`src/rtl/tmr_pkg.sv`:
```
package tmr_pkg;
    localparam int unsigned REG_STRIDE = 8;
    localparam logic [2:0]  OFF_CTRL   = 3'd0;
    localparam logic [2:0]  OFF_MODE   = 3'd1;
    localparam logic [2:0]  OFF_DATA0  = 3'd4;

    typedef struct packed {
        logic src;
        logic tc;
        logic ie;
        logic en;
    } ctrl_t;
endpackage

```
`src/rtl/tmr_rdsel.sv`:
```
module tmr_rdsel #(
    parameter int unsigned NUM_TMR = 2,
    parameter int unsigned IDX_W   = 1
) (
    input  logic [NUM_TMR*8-1:0] bytes_i,
    input  logic [IDX_W-1:0]     idx_i,
    output logic [7:0]           byte_o
);
    always_comb begin
        byte_o = 8'h00;
        for (int i = 0; i < NUM_TMR; i++) begin
            if (idx_i == IDX_W'(i)) begin
                byte_o = bytes_i[8*i +: 8];
            end
        end
    end
endmodule

```
`src/rtl/tmr_unit.sv`:
```
module tmr_unit
    import tmr_pkg::*;
#(
    parameter int unsigned CNT_BYTES = 4,
    parameter bit          IS_MASTER = 1'b0
) (
    input  logic       clk,
    input  logic       rst_n,
    input  logic       tick_i,
    input  logic       wr_en_i,
    input  logic       rd_en_i,
    input  logic [2:0] off_i,
    input  logic [7:0] wdata_i,
    input  logic       glob_i,
    input  logic       glob_latch_i,
    output logic [7:0] rd_byte_o,
    output logic       irq_o,
    output logic       glob_o
);
    localparam int unsigned CNT_W  = 8 * CNT_BYTES;
    localparam logic [2:0]  NBYTES = 3'(CNT_BYTES);

    typedef struct packed {
        ctrl_t             ctrl;
        logic              glob;
        logic [CNT_W-1:0]  load;
        logic [CNT_W-1:0]  cnt;
        logic [CNT_W-1:0]  snap;
    } state_t;

    state_t s_d, s_q;

    logic             byte_ok;
    logic [1:0]       bidx;
    logic             trig;
    logic             en_rise;
    logic [CNT_W-1:0] view;
    logic [CNT_W-1:0] shifted;

    always_comb begin
        s_d     = s_q;
        bidx    = off_i[1:0];
        byte_ok = off_i[2] && ({1'b0, bidx} < NBYTES);
        trig    = (rd_en_i && off_i == OFF_DATA0 && !glob_i) || glob_latch_i;
        en_rise = 1'b0;

        if (trig) begin
            s_d.snap = s_q.cnt;
        end

        if (wr_en_i && byte_ok) begin
            for (int b = 0; b < CNT_BYTES; b++) begin
                if (bidx == 2'(b)) begin
                    s_d.load[8*b +: 8] = wdata_i;
                end
            end
        end

        if (wr_en_i && off_i == OFF_CTRL) begin
            s_d.ctrl.en  = wdata_i[0];
            s_d.ctrl.ie  = wdata_i[1];
            s_d.ctrl.src = wdata_i[3];
            if (wdata_i[2]) begin
                s_d.ctrl.tc = 1'b0;
            end
            en_rise = wdata_i[0] && !s_q.ctrl.en;
        end

        if (IS_MASTER && wr_en_i && off_i == OFF_MODE) begin
            s_d.glob = wdata_i[0];
        end

        if (en_rise) begin
            s_d.cnt = s_q.load;
        end else if (tick_i && s_q.ctrl.en) begin
            if (s_q.cnt == '0) begin
                s_d.cnt     = s_q.load;
                s_d.ctrl.tc = 1'b1;
            end else begin
                s_d.cnt = s_q.cnt - CNT_W'(1);
            end
        end

        view      = s_q.ctrl.src ? s_q.load : (trig ? s_q.cnt : s_q.snap);
        shifted   = view >> {bidx, 3'b000};
        rd_byte_o = 8'h00;
        if (off_i == OFF_CTRL) begin
            rd_byte_o = {4'b0000, s_q.ctrl};
        end else if (off_i == OFF_MODE) begin
            rd_byte_o = {7'b0000000, s_q.glob};
        end else if (byte_ok) begin
            rd_byte_o = shifted[7:0];
        end
    end

    always_ff @(posedge clk) begin
        if (!rst_n) begin
            s_q <= '0;
        end else begin
            s_q <= s_d;
        end
    end

    assign irq_o  = s_q.ctrl.tc && s_q.ctrl.ie;
    assign glob_o = s_q.glob;


    reload_on_zero_chk: assert property (@(posedge clk) disable iff (!rst_n)
        (tick_i && s_q.ctrl.en && s_q.cnt == '0) |=> (s_q.cnt == $past(s_q.load) && s_q.ctrl.tc));


    dec_step_chk: assert property (@(posedge clk) disable iff (!rst_n)
        (tick_i && s_q.ctrl.en && s_q.cnt != '0) |=> (s_q.cnt == $past(s_q.cnt) - CNT_W'(1)));


    cnt_hold_chk: assert property (@(posedge clk) disable iff (!rst_n)
        (!tick_i && !(wr_en_i && off_i == OFF_CTRL)) |=> $stable(s_q.cnt));


    snap_hold_chk: assert property (@(posedge clk) disable iff (!rst_n)
        (!(rd_en_i && off_i == OFF_DATA0) && !glob_latch_i) |=> $stable(s_q.snap));


    tc_sticky_chk: assert property (@(posedge clk) disable iff (!rst_n)
        (s_q.ctrl.tc && !(wr_en_i && off_i == OFF_CTRL && wdata_i[2])) |=> s_q.ctrl.tc);


    load_hold_chk: assert property (@(posedge clk) disable iff (!rst_n)
        !(wr_en_i && off_i[2]) |=> $stable(s_q.load));
endmodule

```
`src/rtl/tmr_pair.sv`:
```
module tmr_pair
    import tmr_pkg::*;
#(
    parameter int unsigned NUM_TMR   = 2,
    parameter int unsigned CNT_BYTES = 4,
    localparam int unsigned IDX_W    = (NUM_TMR > 1) ? $clog2(NUM_TMR) : 1,
    localparam int unsigned ADDR_W   = IDX_W + 3
) (
    input  logic              clk,
    input  logic              rst_n,
    input  logic              tick_i,
    input  logic              wr_en_i,
    input  logic              rd_en_i,
    input  logic [ADDR_W-1:0] addr_i,
    input  logic [7:0]        wdata_i,
    output logic [7:0]        rdata_o,
    output logic [NUM_TMR-1:0] irq_o
);
    typedef struct packed {
        logic [7:0] rdata;
    } top_state_t;

    top_state_t t_d, t_q;

    logic [IDX_W-1:0]     tidx;
    logic [2:0]           off;
    logic [NUM_TMR-1:0]   glob_w;
    logic                 glob;
    logic                 glob_latch;
    logic [NUM_TMR*8-1:0] bytes_w;
    logic [7:0]           sel_byte;

    assign tidx       = addr_i[ADDR_W-1:3];
    assign off        = addr_i[2:0];
    assign glob       = |glob_w;
    assign glob_latch = rd_en_i && tidx == '0 && off == OFF_DATA0 && glob;

    for (genvar g = 0; g < NUM_TMR; g++) begin : g_tmr
        tmr_unit #(
            .CNT_BYTES (CNT_BYTES),
            .IS_MASTER (g == 0)
        ) u_tmr (
            .clk          (clk),
            .rst_n        (rst_n),
            .tick_i       (tick_i),
            .wr_en_i      (wr_en_i && tidx == IDX_W'(g)),
            .rd_en_i      (rd_en_i && tidx == IDX_W'(g)),
            .off_i        (off),
            .wdata_i      (wdata_i),
            .glob_i       (glob),
            .glob_latch_i (glob_latch),
            .rd_byte_o    (bytes_w[8*g +: 8]),
            .irq_o        (irq_o[g]),
            .glob_o       (glob_w[g])
        );
    end

    tmr_rdsel #(
        .NUM_TMR (NUM_TMR),
        .IDX_W   (IDX_W)
    ) u_rdsel (
        .bytes_i (bytes_w),
        .idx_i   (tidx),
        .byte_o  (sel_byte)
    );

    always_comb begin
        t_d = t_q;
        if (rd_en_i) begin
            t_d.rdata = sel_byte;
        end
    end

    always_ff @(posedge clk) begin
        if (!rst_n) begin
            t_q <= '0;
        end else begin
            t_q <= t_d;
        end
    end

    assign rdata_o = t_q.rdata;


    rdata_hold_chk: assert property (@(posedge clk) disable iff (!rst_n)
        !rd_en_i |=> $stable(rdata_o));


    glob_single_src_chk: assert property (@(posedge clk) disable iff (!rst_n)
        $countones(glob_w) <= 1);
endmodule

```
`config.mk`:
```
export PLATFORM = sky130hd
export DESIGN_NAME = tmr_pair
export DESIGN_NICKNAME = d
export VERILOG_FILES = /design/src/rtl/tmr_pkg.sv /design/src/rtl/tmr_rdsel.sv /design/src/rtl/tmr_unit.sv /design/src/rtl/tmr_pair.sv
export SDC_FILE = /design/constraint.sdc
export NUM_CORES = 1
export LEC_CHECK = 0
export BUFFER_PORTS_ARGS = -buffer_cell sky130_fd_sc_hd__buf_2
export CAP_MARGIN = 20
export CORE_MARGIN = 4
export CORE_UTILIZATION = 40
export CTS_CLUSTER_DIAMETER = 30
export DETAILED_ROUTE_END_ITERATION = 16
export GPL_ROUTABILITY_DRIVEN = 0
export PLACE_DENSITY = 0.53
export SLEW_MARGIN = 30
export SYNTH_ARGS = -nofsm -noshare
export SYNTH_HDL_FRONTEND = slang
export SYNTH_SLANG_ARGS = --single-unit
export TNS_END_PERCENT = 1
```
`constraint.sdc`:
```
create_clock -name clk -period 2.4 [get_ports clk]
set_input_delay 0.36 -clock clk [delete_from_list [all_inputs] [get_ports clk]]
set_output_delay 0.36 -clock clk [all_outputs]
set_load 0.02 [all_outputs]
```
### Word level (Yosys, flattened, before mapping)

Cells that the tools add are included.

| operators by class | value |
|---|---|
| $add $sub $neg | 2 |
| equality and inequality tests | 5 |
| shifts and indexed selects | 2 |
| multiplexer cells | 29 |
| bitwise operators | 1 |
| reduce and logical (&&, ||, !) cells | 39 |

Operator list:

| operator | number |
|---|---|
| 2-to-1 mux 32 bit | 10 |
| logical NOT 32 bit | 2 |
| >> shifter 32 x 5 -> 8 bit | 2 |
| subtractor 32 x 1 -> 32 bit (second input constant) | 2 |
| 2-to-1 mux 8 bit | 7 |
| logical AND 1 bit | 20 |
| AND reduction 2 bit | 8 |
| 2-to-1 mux 1 bit | 10 |
| 2-to-1 mux 3 bit | 2 |
| == test 2 bit (second input constant) | 2 |
| nonzero test 2 bit | 2 |
| == test 3 x 1 -> 1 bit (second input constant) | 1 |
| == test 3 bit (second input constant) | 1 |
| logical NOT 1 bit | 3 |
| logical NOT 3 bit | 1 |
| == test 2 x 1 -> 1 bit (second input constant) | 1 |
| logical NOT 2 bit | 1 |
| logical OR 1 bit | 2 |
| NOT 1 bit | 1 |

| storage, ports and cells | value |
|---|---|
| bits in registers | 209 |
| output and inout port bits | 10 |

### Depth between registers and ports, before layout

| depth | value |
|---|---|
| depth in word-level cells | 12 |
| depth in mapped cells | 9 |
| gate-level depth less buffers | 7 |

### Hierarchy

Synthesis repeated with hierarchy kept, for this count alone.

| unflattened totals | value |
|---|---|
| cells, all modules | 1377 |
| area, all modules | 11313.4 sq um |

Modules (own cells, without submodules):

| module | times used | cells an instance | area an instance (sq um) | seq. area each (sq um) |
|---|---|---|---|---|
| tmr_unit at g_tmr[1].u_tmr | 1 | 655 | 5469.0 | 2001.9 |
| tmr_unit at g_tmr[0].u_tmr | 1 | 681 | 5358.9 | 2021.9 |
| tmr_pair | 1 | 32 | 354.1 | 160.2 |
| tmr_rdsel | 1 | 9 | 131.4 | 0.0 |

### Worst setup path after synthesis

OpenSTA, ideal clock, no wires.

| timing | value |
|---|---|
| kind | register -> register |
| start | register g_tmr[1].u_tmr.s_q[57] (netlist name) |
| end | register g_tmr[1].u_tmr.s_q[54] (netlist name) |
| library setup time | 0.120 ns |
| arrival time | 2.178 ns |
| data required time | 2.280 ns |
| path slack | 0.103 ns |
| cell stages (with the launch flop) | 9 |
| path buffers | 3 |
| clock period less this slack | 2.297 ns |
| cell sequence | dfxtp_1 buf_6 or4_4 buf_6 nand4b_4 or3_1 buf_6 a32o_1 o31a_1 |

| on the way | value |
|---|---|
| word-level cells in the longest chain between the ends | 4 |

RTL lines:

| element | RTL line | RTL |
|---|---|---|
| from (decl) | tmr_unit.sv:31 | `state_t s_d, s_q;` |
| from (signal assigned) | tmr_unit.sv:98 | `s_q <= '0;` |
| from (signal assigned) | tmr_unit.sv:100 | `s_q <= s_d;` |
| logical NOT 32 bit | tmr_unit.sv:76 | `if (s_q.cnt == '0) begin` |
| 2-to-1 mux 32 bit | tmr_unit.sv:76 |  |
| 2-to-1 mux 32 bit | tmr_unit.sv:75 | `end else if (tick_i && s_q.ctrl.en) begin` |
| 2-to-1 mux 32 bit | tmr_unit.sv:73 | `if (en_rise) begin` |

Every way passes these cells. The select of a mux whose other input is x is not followed.
A chain may end at the register's enable or synchronous reset.

### Worst setup path after layout

| timing | value |
|---|---|
| start | register g_tmr[1].u_tmr.s_q[55] (netlist name) |
| end | register g_tmr[1].u_tmr.s_q[41] (netlist name) |

The elaborated chain is that of the path after synthesis.

==> results.ini <==
[outcome]
run_status=complete, no violations

[final_layout]
n_antenna_cell=0
final_area_sq_um=14600
utilization_pct=53.8
final_common_cell=dfxtp_1
fin_cells=1898
drive_gt1_share_pct=23.1
final_nets=1498
layout_common_cells=204 x dfxtp_1, 163 x nand2_1, 156 x buf_4
syn_to_final_growth_pct=32.0

[grt]
grt_util_met2_pct=47.5
grt_first_pass_wirelength_um=68900
antenna_found_initial=1
grt_start_max_net_pins=42
busiest_layer=met2
global_route.usage.met1_pct=36.2
grtUsageMet3_pct=5.07
grt_overflow_total=0
grt_pass1_vias=11100
track_usage_pct=29.1

[job]
max-cap-violations=0

[clock_network]
cts_tree=yes
clock_sinks=204
postCtsSetupRepairBufs=0
cts.clk_slew.worst_paths_ns=0.04
root_buffer=clkbuf_16
clockBufferDepth=3
cts_max_level=2
numCtsBuffers=59
insertion_delay_ns=0.57

[floorplan]
ioPinCount=27
die-area_sq_um=30400
die_h_um=174
start_util_pct=40.8
rows=60
die_w_um=174
core-area_sq_um=27100

[drt]
via_per_inst=6.12
wl_per_cell_um=24.0
drt_iter0_drc=1122
firstDrtPassIters=5
vias=11600
wirelength_um=45600
drc=0
ant_nets=0

[yosys]
synth_edf_count=0
synthMuxAreaShare_pct=12.2
synth_top_area_share_pct=37.0
synth_xor_area_share_pct=0.238
synthFlopType=dfxtp_1
yosysWarnings=0
synth_compound_area_share_pct=18.6
ys_ff_latch=204
synth_top_family_by_area=simple AND/OR/NAND/NOR gates
synth-simple-area-share_pct=26.7
synthArstFlopShare_pct=0
syn_nets=1366
syn_area_sq_um=11100
synth_area_per_cell_sq_um=8.22
synth_area_leaders=dfxtp_1 37%, mux2i_1 8.9%, nand2_1 5.5%, nor2_1 4.7%, a21oi_1 3.8%
synth_adder_area_share_pct=0.453
synthCells=1345
ys_seq_area_share_pct=37.0
yosysTopAreaCell=dfxtp_1
synth.distinct_cells=88

[critical_path]
critPathMaxFanout=9
slowest_stage=nor4_1
crit_buf_inv=2
max_stage_delay_ns=0.47
r2r_slack_ns=0.09
crit_type=reg2reg
worst_path_most_repeated_cell=buf_4
startpoint_type=flip-flop
worst_setup_path_end_kind=flip-flop
cpLargestDelayFamily=compound AO/OA/AOI/OAI gates
critPathArrivalTime_ns=2.75
required_ns=2.84
crit_chain=nor4_1, nand3_1, buf_4, o31ai_4, buf_4, o22ai_1, o31a_1

[timing]
setup_viol=0
setup_tns_ns=0
skew_ns=0.0234
final_max_slew_viol_count=0
period_minus_slack_ns=2.31
fin_ws_ns=0.0866
worst_pin_slew_ns=0.685
final-hold-violation-count=0
period_share_pct=96.4
fmax_mhz=432
holdWs_ns=0.156
slew_headroom_pct=54.1
rsz0062_at_grt=no

[place]
io_buffers=26
preCtsSetupSlack_ns=0.108
post-place-cells=1788
place_hpwl_um=33700
postPlaceCellArea_sq_um=12400

[hold_path]
hp-class=in2reg

[power]
power.density_nw_per_um2=902
irDropWorstVdd_mv=0.556
p_leak_nw=5.67
total_power_mw=13.2

[sequential cells by signal, summed over array words and instances, names as in the netlist]
register            cells
rdata_o                 8
g_tmr.u_tmr.glob_o      1
g_tmr.u_tmr.s_q       195
[power breakdown]
| part | switching [mW] | internal, mW |
|---|---|---|
| Clock | 2.33 | 6.09 |
| Sequential | 0.0475 | 3.44 |
| Combinational | 0.799 | 0.450 |
| Total | 3.18 | 9.98 |
[area by class of cell]
| cell class | count | area, sq um |
|---|---|---|
| fill | 2550 | 12500 |
| multi-input combinational | 1013 | 6460 |
| sequential | 204 | 4080 |
| clock buffer | 71 | 1600 |
| timing repair buffer | 185 | 1360 |
| clock inverter | 39 | 559 |
| tap | 372 | 465 |
| inverter | 14 | 55.1 |
[synth_stat cells, types with 13 or more instances]
master	n
a21oi_1	85
nand2_1	163
dfxtp_1	204
nor4_1	25
nand3_1	67
mux2i_1	98
nand4_1	23
nor2_1	137
and3_1	15
or4_1	18
a31oi_1	30
nor3_1	42
or3_1	14
inv_1	13
mux2_2	15
o21ai_0	44
clkbuf_1	86
o31ai_1	14
[worst min-delay path, delay by kind of cell]
kind,cells,cell delay [ns]
AOI/OAI and AO/OA,1,0.05
and+or+nand+nor,1,0.08
buffers and inverters,1,0.17
[path summary, 6_finish.rpt]
kind	startpoint	to	cells past startpoint
worst min register to register	g_tmr[0].u_tmr.s_q[17]$_SDFF_PN0_	g_tmr[0].u_tmr.s_q[17]$_SDFF_PN0_	2
worst min-delay path	wdata_i[4]	g_tmr[1].u_tmr.s_q[84]$_SDFFE_PN0P_	3
worst max register to register	g_tmr[1].u_tmr.s_q[55]$_SDFFE_PN0P_	g_tmr[1].u_tmr.s_q[41]$_SDFFE_PN0P_	7
worst max-delay path	g_tmr[1].u_tmr.s_q[55]$_SDFFE_PN0P_	g_tmr[1].u_tmr.s_q[41]$_SDFFE_PN0P_	7
[cell families (layout without fill, tap and decap cells)]
logic type / Yosys count / after routing
muxes: 122 / 122
DFF: 204 / 204
and+or+nand+nor: 579 / 579
buffers and inverters: 128 / 309
xor gates and xnor gates: 3 / 3
adders and majority gates: 4 / 4
AOI/OAI and AO/OA: 305 / 305
[repair_timing]
item | 4_1_cts | 5_1_grt
hold buffers | 0 | 0
gates resized for setup | 0 | 2
setup endpoints to repair | 0 | 5
[routing by layer]
layer,up-vias,wire length (um),share of wire (%)
met2,603,21100,46
met4,2,2880,6.3
met1,5556,18300,40
met3,159,3320,7.3
met5,-,13,0.029
li1,5304,-,-
(Power assumes the default switching activity.)
